File: config.mk
export PLATFORM = sky130hd
export DESIGN_NAME = dir_home_ctrl
export DESIGN_NICKNAME = d
export VERILOG_FILES = /design/src/rtl/dir_home_ctrl.sv
export SDC_FILE = /design/constraint.sdc
export NUM_CORES = 1
export LEC_CHECK = 0
export BUFFER_PORTS_ARGS = -buffer_cell sky130_fd_sc_hd__buf_2
export CORE_AREA = 2 2 145 76
export CTS_CLUSTER_SIZE = 10
export DETAILED_ROUTE_END_ITERATION = 8
export DIE_AREA = 0 0 147 78
export GPL_TIMING_DRIVEN = 1
export HOLD_SLACK_MARGIN = 0.02
export PLACE_DENSITY = 0.73
export SYNTH_ARGS = -nofsm -noshare
export SYNTH_HDL_FRONTEND = slang
export SYNTH_SLANG_ARGS = --single-unit
File: constraint.sdc
create_clock -name clk -period 3.7 [get_ports clk]
set_input_delay 0.74 -clock clk [delete_from_list [all_inputs] [get_ports clk]]
set_output_delay 0.74 -clock clk [all_outputs]
set_load 0.01 [all_outputs]
File: src/rtl/dir_home_ctrl.sv
module dir_home_ctrl #(
  parameter int NODES  = 4,
  parameter int BLOCKS = 4,
  parameter int DW     = 8,
  localparam int NW = (NODES > 1) ? $clog2(NODES) : 1,
  localparam int BW = (BLOCKS > 1) ? $clog2(BLOCKS) : 1,
  localparam int CW = NW + 1
) (
  input  logic              clk,
  input  logic              rst_n,
  input  logic              req_valid,
  input  logic [NW-1:0]     req_node,
  input  logic [BW-1:0]     req_blk,
  input  logic              req_wr,
  input  logic              ack_valid,
  input  logic [DW-1:0]     ack_data,
  output logic              rsp_valid,
  output logic [NW-1:0]     rsp_node,
  output logic              rsp_excl,
  output logic [DW-1:0]     rsp_data,
  output logic              nack_valid,
  output logic [NW-1:0]     nack_node,
  output logic              inv_valid,
  output logic [NODES-1:0]  inv_mask,
  output logic [BW-1:0]     inv_blk,
  output logic              inv_fetch
);
  typedef enum logic [1:0] {D_UNC = 2'd0, D_SHR = 2'd1, D_DRT = 2'd2} dstate_t;

  dstate_t          st  [BLOCKS];
  logic [NODES-1:0] vec [BLOCKS];
  logic [DW-1:0]    mem [BLOCKS];

  logic             busy;
  logic [CW-1:0]    cnt;
  logic [NW-1:0]    t_node;
  logic [BW-1:0]    t_blk;
  logic             t_wr, t_fetch;

  localparam logic [NODES-1:0] ONE = {{(NODES-1){1'b0}}, 1'b1};

  logic [NODES-1:0] me, tme, others;
  logic [CW-1:0]    n_others;
  assign me       = ONE << req_node;
  assign tme      = ONE << t_node;
  assign others   = vec[req_blk] & ~me;
  assign n_others = CW'($countones(others));

  always_ff @(posedge clk or negedge rst_n) begin
    if (!rst_n) begin
      for (int b = 0; b < BLOCKS; b++) begin
        st[b]  <= D_UNC;
        vec[b] <= '0;
        mem[b] <= '0;
      end
      busy <= 1'b0; cnt <= '0; t_node <= '0; t_blk <= '0; t_wr <= 1'b0; t_fetch <= 1'b0;
      rsp_valid <= 1'b0; rsp_node <= '0; rsp_excl <= 1'b0; rsp_data <= '0;
      nack_valid <= 1'b0; nack_node <= '0;
      inv_valid <= 1'b0; inv_mask <= '0; inv_blk <= '0; inv_fetch <= 1'b0;
    end else begin
      rsp_valid  <= 1'b0;
      nack_valid <= 1'b0;
      inv_valid  <= 1'b0;
      if (busy) begin
        if (req_valid) begin
          nack_valid <= 1'b1;
          nack_node  <= req_node;
        end
        if (ack_valid) begin
          cnt <= cnt - 1'b1;
          if (cnt == CW'(1)) begin
            busy      <= 1'b0;
            rsp_valid <= 1'b1;
            rsp_node  <= t_node;
            rsp_excl  <= t_wr;
            if (t_fetch) begin
              mem[t_blk] <= ack_data;
              rsp_data   <= ack_data;
            end else begin
              rsp_data <= mem[t_blk];
            end
            if (t_wr) begin
              st[t_blk]  <= D_DRT;
              vec[t_blk] <= tme;
            end else begin
              st[t_blk]  <= D_SHR;
              vec[t_blk] <= vec[t_blk] | tme;
            end
          end
        end
      end else if (req_valid) begin
        rsp_node <= req_node;
        rsp_data <= mem[req_blk];
        t_node   <= req_node;
        t_blk    <= req_blk;
        t_wr     <= req_wr;
        inv_blk  <= req_blk;
        case (st[req_blk])
          D_UNC: begin
            rsp_valid    <= 1'b1;
            rsp_excl     <= req_wr;
            st[req_blk]  <= req_wr ? D_DRT : D_SHR;
            vec[req_blk] <= me;
          end
          D_SHR: begin
            if (!req_wr) begin
              rsp_valid    <= 1'b1;
              rsp_excl     <= 1'b0;
              vec[req_blk] <= vec[req_blk] | me;
            end else if (others == '0) begin
              rsp_valid    <= 1'b1;
              rsp_excl     <= 1'b1;
              st[req_blk]  <= D_DRT;
              vec[req_blk] <= me;
            end else begin
              busy      <= 1'b1;
              cnt       <= n_others;
              t_fetch   <= 1'b0;
              inv_valid <= 1'b1;
              inv_mask  <= others;
              inv_fetch <= 1'b0;
            end
          end
          default: begin
            if (vec[req_blk] == me) begin
              rsp_valid <= 1'b1;
              rsp_excl  <= 1'b1;
            end else begin
              busy      <= 1'b1;
              cnt       <= CW'(1);
              t_fetch   <= 1'b1;
              inv_valid <= 1'b1;
              inv_mask  <= vec[req_blk];
              inv_fetch <= 1'b1;
            end
          end
        endcase
      end
    end
  end
endmodule

# --- After elaboration in Yosys (flattened, before gate mapping) ---
# Index checks and enable logic that the tools add are counted.
classes:
  add_sub_neg: 4
  magnitude_cmp: 4
  n_eq_ne: 14
  n_shift: 2
  mux: 99
  n_bitwise: 17
  reduce_logical: 16
op_table:
  columns: ["operator", "n"]
  rows:
  - ["two-way mux 8 bit", 17]
  - ["two-way mux 16 bit", 7]
  - ["bitwise mux 16 bit", 4]
  - ["two-way mux 4 bit", 9]
  - ["binary-select mux 8 bit (select 2 bit)", 2]
  - ["bitwise mux 32 bit", 1]
  - ["one-hot mux 16 bit (2 select lines)", 1]
  - ["two-way mux 1 bit", 27]
  - ["bitwise OR 4 bit", 5]
  - ["two-way mux 2 bit", 9]
  - ["two-way mux 3 bit", 6]
  - ["AND reduction 6 bit", 3]
  - ["bitwise AND 4 bit", 4]
  - ["binary-select mux 4 bit (select 2 bit)", 2]
  - ["demux 4 bit (select 2 bit)", 2]
  - ["demux 8 bit (select 2 bit)", 1]
  - ["NOT 4 bit", 4]
  - ["one-hot mux 8 bit (2 select lines)", 1]
  - ["AND reduction 5 bit", 2]
  - ["inequality test 3 bit, second input constant", 3]
  - ["bitwise mux 8 bit", 1]
  - ["demux 2 bit (select 2 bit)", 2]
  - ["inequality test 2 bit, second input constant", 4]
  - ["one-hot mux 1 bit (2 select lines)", 4]
  - ["other kinds (26)", 35]
word_totals:
  register_bits: 86
  elab_cells: 182

# --- Logic depth before layout (Yosys ltp) ---
# Gate-level depths: netlist (run 1).
logic_depth:
  ltp_word: 12
  ltp_mapped: 12
  mapped_depth_nobuf: 10

# --- Worst setup path after synthesis (run 1) ---
# OpenSTA, ideal clock, no wires.
synth_timing:
  kind: "input -> register"
  start: "input port req_blk[0]"
  end: "register vec[3] in the netlist's numbering"
  setup_ns: 0.125
  arrival_time_ns: 3.649
  t_required_ns: 3.575
  slack_ns: -0.073
  path_stages: 11
  n_path_buf: 2
  cell_sequence: "buf_6 -> clkbuf_1 -> mux4_2 -> ha_1 -> inv_1 -> ha_1 -> or3b_2 -> a31o_2 -> a21oi_4 -> o211a_1 -> mux2_2"
synth_between:
  elab_chain_len: 11
  elab_cells_between_ends: 27
synth_lines:
  columns: ["item", "line", "text"]
  rows:
  - ["start, declared", "13", "input logic [BW-1:0] req_blk,"]
  - ["NOT 2 -> 3 bit (implied by the code) *", null, null]
  - [">= comparator 3 bit (implied by the code) / less-than comparator 3 x 1 -> 1 bit (equally long branches)", "103, 109, 114", null]
  - ["logical AND 1 bit (implied by the code)", "103, 109, 114", null]
  - ["two-way mux 4 bit (implied by the code)", "103, 109, 114", null]
  - ["demux 4 bit (select 2 bit)", "103, 109, 114", null]
  - ["bitwise mux 16 bit", "103, 114", null]
  - ["two-way mux 16 bit", "110", "end else if (others == '0) begin"]
  - ["two-way mux 16 bit", "106", "if (!req_wr) begin"]
  - ["one-hot mux 16 bit (2 select lines)", "98", "case (st[req_blk])"]
  - ["two-way mux 16 bit", "91", "end else if (req_valid) begin"]
  - ["two-way mux 16 bit", "64", "if (busy) begin"]
  - ["end signal, assigned by index", "103", "vec[req_blk] <= me;"]
  - ["end signal, assigned by index", "109", "vec[req_blk] <= vec[req_blk] | me;"]
  - ["end signal, assigned by index", "114", "vec[req_blk] <= me;"]
  - ["end, declared", "31", "logic [NODES-1:0] vec [BLOCKS];"]
# Every way passes the cells marked *; elsewhere a longest branch is shown, timed or not. The select of a mux whose other input is x is not followed.
# A chain may end at the register's enable or synchronous reset.

# --- Worst setup path in the final report (run 1) ---
# Same ends and word-level chain as after synthesis.

==> out/metrics.cfg, run 1 <==
[floorplanning]
initial_core_util=0.548
die-area_um2=11500
die_w_um=147
ios=40
die-height_um=78
core_um2=10100
rows=26

[timing]
fmax_mhz=300
relSlewSlack=0.237
post-route-min-period_ns=3.34
max_slew.worst_pin.slew_ns=1.14
hold_viol_final=0
clock_skew_ns=0.00870
final.setup.tns_ns=0
min_period_over_period=0.902
worst_slack_ns=0.363
slew_violations=0
rsz0062_at_grt=false
setup-violations-final=0

[critical_path]
worstPathRequired_ns=3.94
crit_top_cell=ha_1
cp_top_family=multiplexers
critPathLaunch=req_blk[0]
critPathCaptureType=register
cp_cell_sequence=buf_2, mux4_2, ha_1, inv_1, ha_1, or3b_2, a31o_2, a21oi_4, o211a_1, mux2_2
crit_path_start_kind=primary input
path_class=in2reg
critPathBufInv=2
r2r-start=vec[0]$_DFFE_PN0P_
slowest_stage=mux4_2
cp.arrival_ns=3.58
max_stage_delay_ns=0.56
path_max_fanout=6

[route]
vias=4588
ant_nets=0
drc=0
routedWlPerCell_um=20.6
drt-initial-drc-count=428
wirelength_um=14500
firstDrtPassIters=5
viasPerCell=6.54

[pwr]
vdd_ir_drop_max_mv=0.489
p_leak_uw=0.00277
power.density_nw_per_um2=824
p_total_uw=5110

[synth]
ys_seq_area_frac=0.389
synthArstFlopShare=1.00
syn-num-nets=554
syn_inst=523
synth_ff_type=dfrtp_1
synth_edf_count=0
yosys_warnings=0
netlist_area_um2=5530
ys_types=63
ys_seq_elements=86
synth_area_per_cell_um2=10.6

[finish]
instances_no_fill=702
seqCellArea_um2=2150
antennaDiodeCount=0
layout-drive-gt1-share=0.308
layout.nets=588
final_common_cell=dfrtp_1
area_delta_synth_final_pct=12.1
multi_input_area_um2=3140
final_cell_mix=dfrtp_1, mux2_2, nand2_1, buf_2, nor2_1
fillers=856

[clock_tree]
clock_sinks=86
cts_resized=0
cts-root-buf=clkbuf_16
clk_path_buf_depth=2
h-tree-depth=3
clk_pin_slew_ns=0.07
cts_tree=done
cts_setup_buffers=0
clkLatencyLatePin_ns=0.35
cts_hold_buf=0
cts_buffers=9

[grt]
antenna_found_initial=0
grt_start_max_net_pins=34
grt_usage=0.270
grt_pass1_wl_um=24100
grt-ovfl-total=0
first_global_vias=4510

[hold_path]
min_path_type=in2async

[job]
cap_violations=0

[placement]
pre_cts_slack_ns=0.0256
dp_hpwl_um=10200
numPortBuffers=39
dp.cells=686
place_congestion=0.944

[outcome]
status=finished clean

[cells in the mapped netlist (4+ instances only)]
| cell type | number | area (um2) |
|---|---|---|
| a21oi_1 | 28 | 140 |
| nor2_1 | 33 | 124 |
| or3_1 | 5 | 31.3 |
| mux4_2 | 23 | 518 |
| a32o_1 | 7 | 70.1 |
| and2_1 | 4 | 25.0 |
| dfrtp_1 | 86 | 2150 |
| nand2_1 | 40 | 150 |
| nor2b_1 | 6 | 37.5 |
| clkbuf_1 | 27 | 101 |
| a32oi_1 | 7 | 61.3 |
| a221o_1 | 6 | 60.1 |
| mux2i_1 | 12 | 120 |
| o31ai_1 | 6 | 45.0 |
| o21ai_0 | 30 | 150 |
| nand3_1 | 11 | 55.1 |
| ha_1 | 13 | 163 |
| buf_2 | 4 | 20.0 |
| nor3_1 | 7 | 35.0 |
| nand2b_1 | 11 | 68.8 |
| or2_2 | 4 | 25.0 |
| a31oi_1 | 4 | 25.0 |
| inv_1 | 17 | 63.8 |
| mux2_2 | 57 | 642 |
| o211ai_1 | 5 | 37.5 |
| buf_1 | 4 | 15.0 |
| o2bb2ai_1 | 5 | 43.8 |
[state kept, by name, summed over array words and instances (netlist names), 2 cells and up, named ones only]
name	cells
rsp_data	8
inv_mask	4
rsp_node	2
nack_node	2
mem	32
t_node	2
cnt	3
t_blk	2
vec	16
[worst reg2reg max path: stages, from the launching register on]
cell and delay [ns]:
dfrtp_1 0.43, mux4_2 0.51, ha_1 0.23, inv_1 0.06
ha_1 0.13, or3b_2 0.51, a31o_2 0.32, a21oi_4 0.23
o211a_1 0.26, mux2_2 0.34
[kinds of logic after synthesis]
kind of cell               after synthesis  synth area share
xor gates and xnor gates                 1           0.00158
muxes                                   92             0.231
DFF                                     86             0.389
buffers and inverters                   56            0.0437
AOI/OAI and AO/OA                      128             0.162
and+or+nand+nor                        146             0.139
adders and majority gates               14            0.0330
[where the power goes]
group          leakage [uW]  switching (uW)  internal [uW]  total (uW)
Clock              0.000151             407            532         939
Combinational       0.00150            1190           1150        2340
Sequential          0.00112             487           1340        1830
Total               0.00277            2080           3030        5110
[routing by layer]
| metal | part of all wire | GRT usage | vias to the layer above |
|---|---|---|---|
| met1 | 0.42 | 0.374 | 2270 |
| met5 | 0 | 0 | - |
| met3 | 0.095 | 0.0647 | 29 |
| met4 | 0.017 | 0.0865 | 0 |
| li1 | - | - | 2051 |
| met2 | 0.47 | 0.425 | 238 |
[worst paths after layout]
kind	cells after the start	slack, ns	endpoint
setup / recovery	10	0.36	vec[3]$_DFFE_PN0P_
hold / removal	1	0.32	mem[17]$_DFFE_PN0P_
setup reg to reg	9	0.58	vec[3]$_DFFE_PN0P_
hold reg to reg	2	0.48	inv_mask[0]$_DFFE_PN0P_
max in group asynchronous	2	2.60	mem[28]$_DFFE_PN0P_
min in group clk	2	0.48	inv_mask[0]$_DFFE_PN0P_
[stage by stage]
step                      area [um2]  hold slack [ns]  utilization
after floorplan                 5530            0.444            -
after CTS                       6200            0.327        0.615
after detailed placement        5900            0.469        0.585
after global placement          5900            0.462        0.585
final                           6200            0.318        0.615
after global routing            6200            0.341        0.615
[final cells by class]
cell class,count,area share
Clock buffer,9,0.0363
Clock inverter,7,0.0127
Inverter,17,0.0103
Multi-Input combinational cell,381,0.506
Sequential cell,86,0.347
Tap cell,140,0.0282
Timing Repair Buffer,62,0.0597
Power figures use the tool's default switching activity.
==> run 2: changes to the inputs <==
- clock period: 3.7 -> 3.8 ns (I/O delays scaled with it)
==> out/metrics.cfg, run 2 (synthesized netlist as in run 1, its figures left out) <==
[outcome]
status=finished clean

[critical_path]
path_max_fanout=6  ; unchanged
cp_cell_sequence=buf_2, mux4_2, ha_1, inv_1, ha_1, or3b_2, a31o_2, a21oi_4, o211a_1, mux2_2
crit_top_cell=ha_1
path_class=in2reg
cp.arrival_ns=3.61  ; +0.03 ns
worstPathRequired_ns=4.04  ; +0.10 ns
critPathCaptureType=register
crit_path_start_kind=primary input
slowest_stage=mux4_2
max_stage_delay_ns=0.55  ; about the same

[floorplanning]
ios=40  ; unchanged
rows=26  ; unchanged
die_w_um=147  ; unchanged
core_um2=10100  ; unchanged
initial_core_util=0.548  ; unchanged
die-height_um=78  ; unchanged
die-area_um2=11500  ; unchanged

[timing]
post-route-min-period_ns=3.37
final.setup.tns_ns=0  ; unchanged
hold_viol_final=0  ; unchanged
fmax_mhz=297
min_period_over_period=0.887
relSlewSlack=0.213  ; -0.0241
setup-violations-final=0  ; unchanged
clock_skew_ns=0.00490  ; -0.00380 ns
rsz0062_at_grt=false
slew_violations=0  ; unchanged
max_slew.worst_pin.slew_ns=1.18  ; +0.0361 ns

[clock_tree]
cts_resized=0  ; unchanged
cts_tree=done
clock_sinks=86  ; unchanged
cts_hold_buf=0  ; unchanged
cts_setup_buffers=0  ; unchanged
clk_pin_slew_ns=0.07  ; about the same
h-tree-depth=3  ; unchanged
cts-root-buf=clkbuf_16
cts_buffers=9  ; unchanged
clkLatencyLatePin_ns=0.35  ; about the same
clk_path_buf_depth=2  ; unchanged

[grt]
grt_start_max_net_pins=74  ; +120%
grt-ovfl-total=0  ; unchanged
grt_util_met2=0.438  ; +0.0127
antenna_found_initial=0  ; unchanged
grt_pass1_wl_um=23800  ; -1.5%
grt_usage=0.266  ; -0.00402
top_usage_layer=met2
use_met3=0.0535  ; -0.0112
first_global_vias=4452  ; -1.3%
use_met1=0.364  ; -0.00995

[job]
cap_violations=0  ; unchanged

[pwr]
p_leak_uw=0.00274  ; -1.1%
vdd_ir_drop_max_mv=0.353  ; -28%
p_total_uw=4980  ; -2.6%
power.density_nw_per_um2=808  ; -1.9%

[placement]
numPortBuffers=39  ; unchanged
dp_hpwl_um=9970  ; -2.7%
place_congestion=0.923  ; -2.3%
dp.cells=679  ; -1.0%

[finish]
final_common_cell=dfrtp_1
largest_reg_flops=32  ; unchanged
fillers=826  ; -3.5%
layout.nets=581  ; -1.2%
final_cell_mix=dfrtp_1, mux2_2, nand2_1, buf_2, nor2_1
layout-drive-gt1-share=0.299  ; -0.00873
largestRegisters=mem: 32 flops, vec: 16 flops, rsp_data: 8 flops
regMostFlops=mem
area_delta_synth_final_pct=11.4
antennaDiodeCount=0  ; unchanged
instances_no_fill=695  ; -1.0%

[route]
viasPerCell=6.52  ; -0.20%
routedWlPerCell_um=20.7  ; +0.48%
firstDrtPassIters=5  ; unchanged
drt-initial-drc-count=348  ; -19%
ant_nets=0  ; unchanged
drc=0  ; unchanged
wirelength_um=14400  ; -0.52%
vias=4533  ; -1.2%

[hold_path]
min_path_type=reg2reg

[run 2: cell type report]
cell class                 count  area, um2  share of cell area
clock inverter                 7       87.6              0.0142
sequential                    86       2150               0.349
clock buffer                   9        225              0.0366
timing repair buffer          55        318              0.0516
inverter                      17       63.8              0.0104
multi-input combinational    381       3140               0.509
tap                          140        175              0.0284
[run 2: layer usage]
layer  share of wire  routed length (um)
met1            0.43                6220
met2            0.48                6860
met3           0.073                1050
met4           0.019                 277
met5               0                   0
[run 2: worst paths after layout]
check / startpoint / to / slack (ns) / depth (start not counted)
worst max-delay path: req_blk[0] / vec[3]$_DFFE_PN0P_ / 0.43 / 10
worst min-delay path: inv_mask[2]$_DFFE_PN0P_ / inv_mask[2]$_DFFE_PN0P_ / 0.48 / 2
worst max register to register: vec[1]$_DFFE_PN0P_ / vec[3]$_DFFE_PN0P_ / 0.67 / 9
worst min register to register: inv_mask[2]$_DFFE_PN0P_ / inv_mask[2]$_DFFE_PN0P_ / 0.48 / 2
max in group asynchronous: rst_n / mem[16]$_DFFE_PN0P_ / 2.54 / 2
min in group asynchronous: rst_n / mem[28]$_DFFE_PN0P_ / 0.54 / 1
[run 2: through the flow]
stage | hold slack [ns] | worst slack [ns] | util | instance area, um2
2_1_floorplan | 0.464 | 0.00674 | - | 5530
3_3_place_gp | 0.460 | 0.120 | 0.580 | 5850
3_5_place_dp | 0.467 | 0.0894 | 0.580 | 5850
4_1_cts | 0.482 | 0.450 | 0.611 | 6160
5_1_grt | 0.515 | 0.321 | 0.611 | 6160
6_report | 0.476 | 0.429 | 0.611 | 6160
[run 2: critical path: cells and delay by family]
| family | cells | cell delay, ns |
|---|---|---|
| AOI/OAI and AO/OA | 3 | 0.78 |
| and+or+nand+nor | 1 | 0.50 |
| muxes | 2 | 0.89 |
| adders and majority gates | 2 | 0.39 |
| buffers and inverters | 2 | 0.28 |
[run 2: power breakdown]
| part | internal [uW] | switching (uW) |
|---|---|---|
| logic | 1100 | 1160 |
| registers | 1310 | 460 |
| clock network | 526 | 415 |
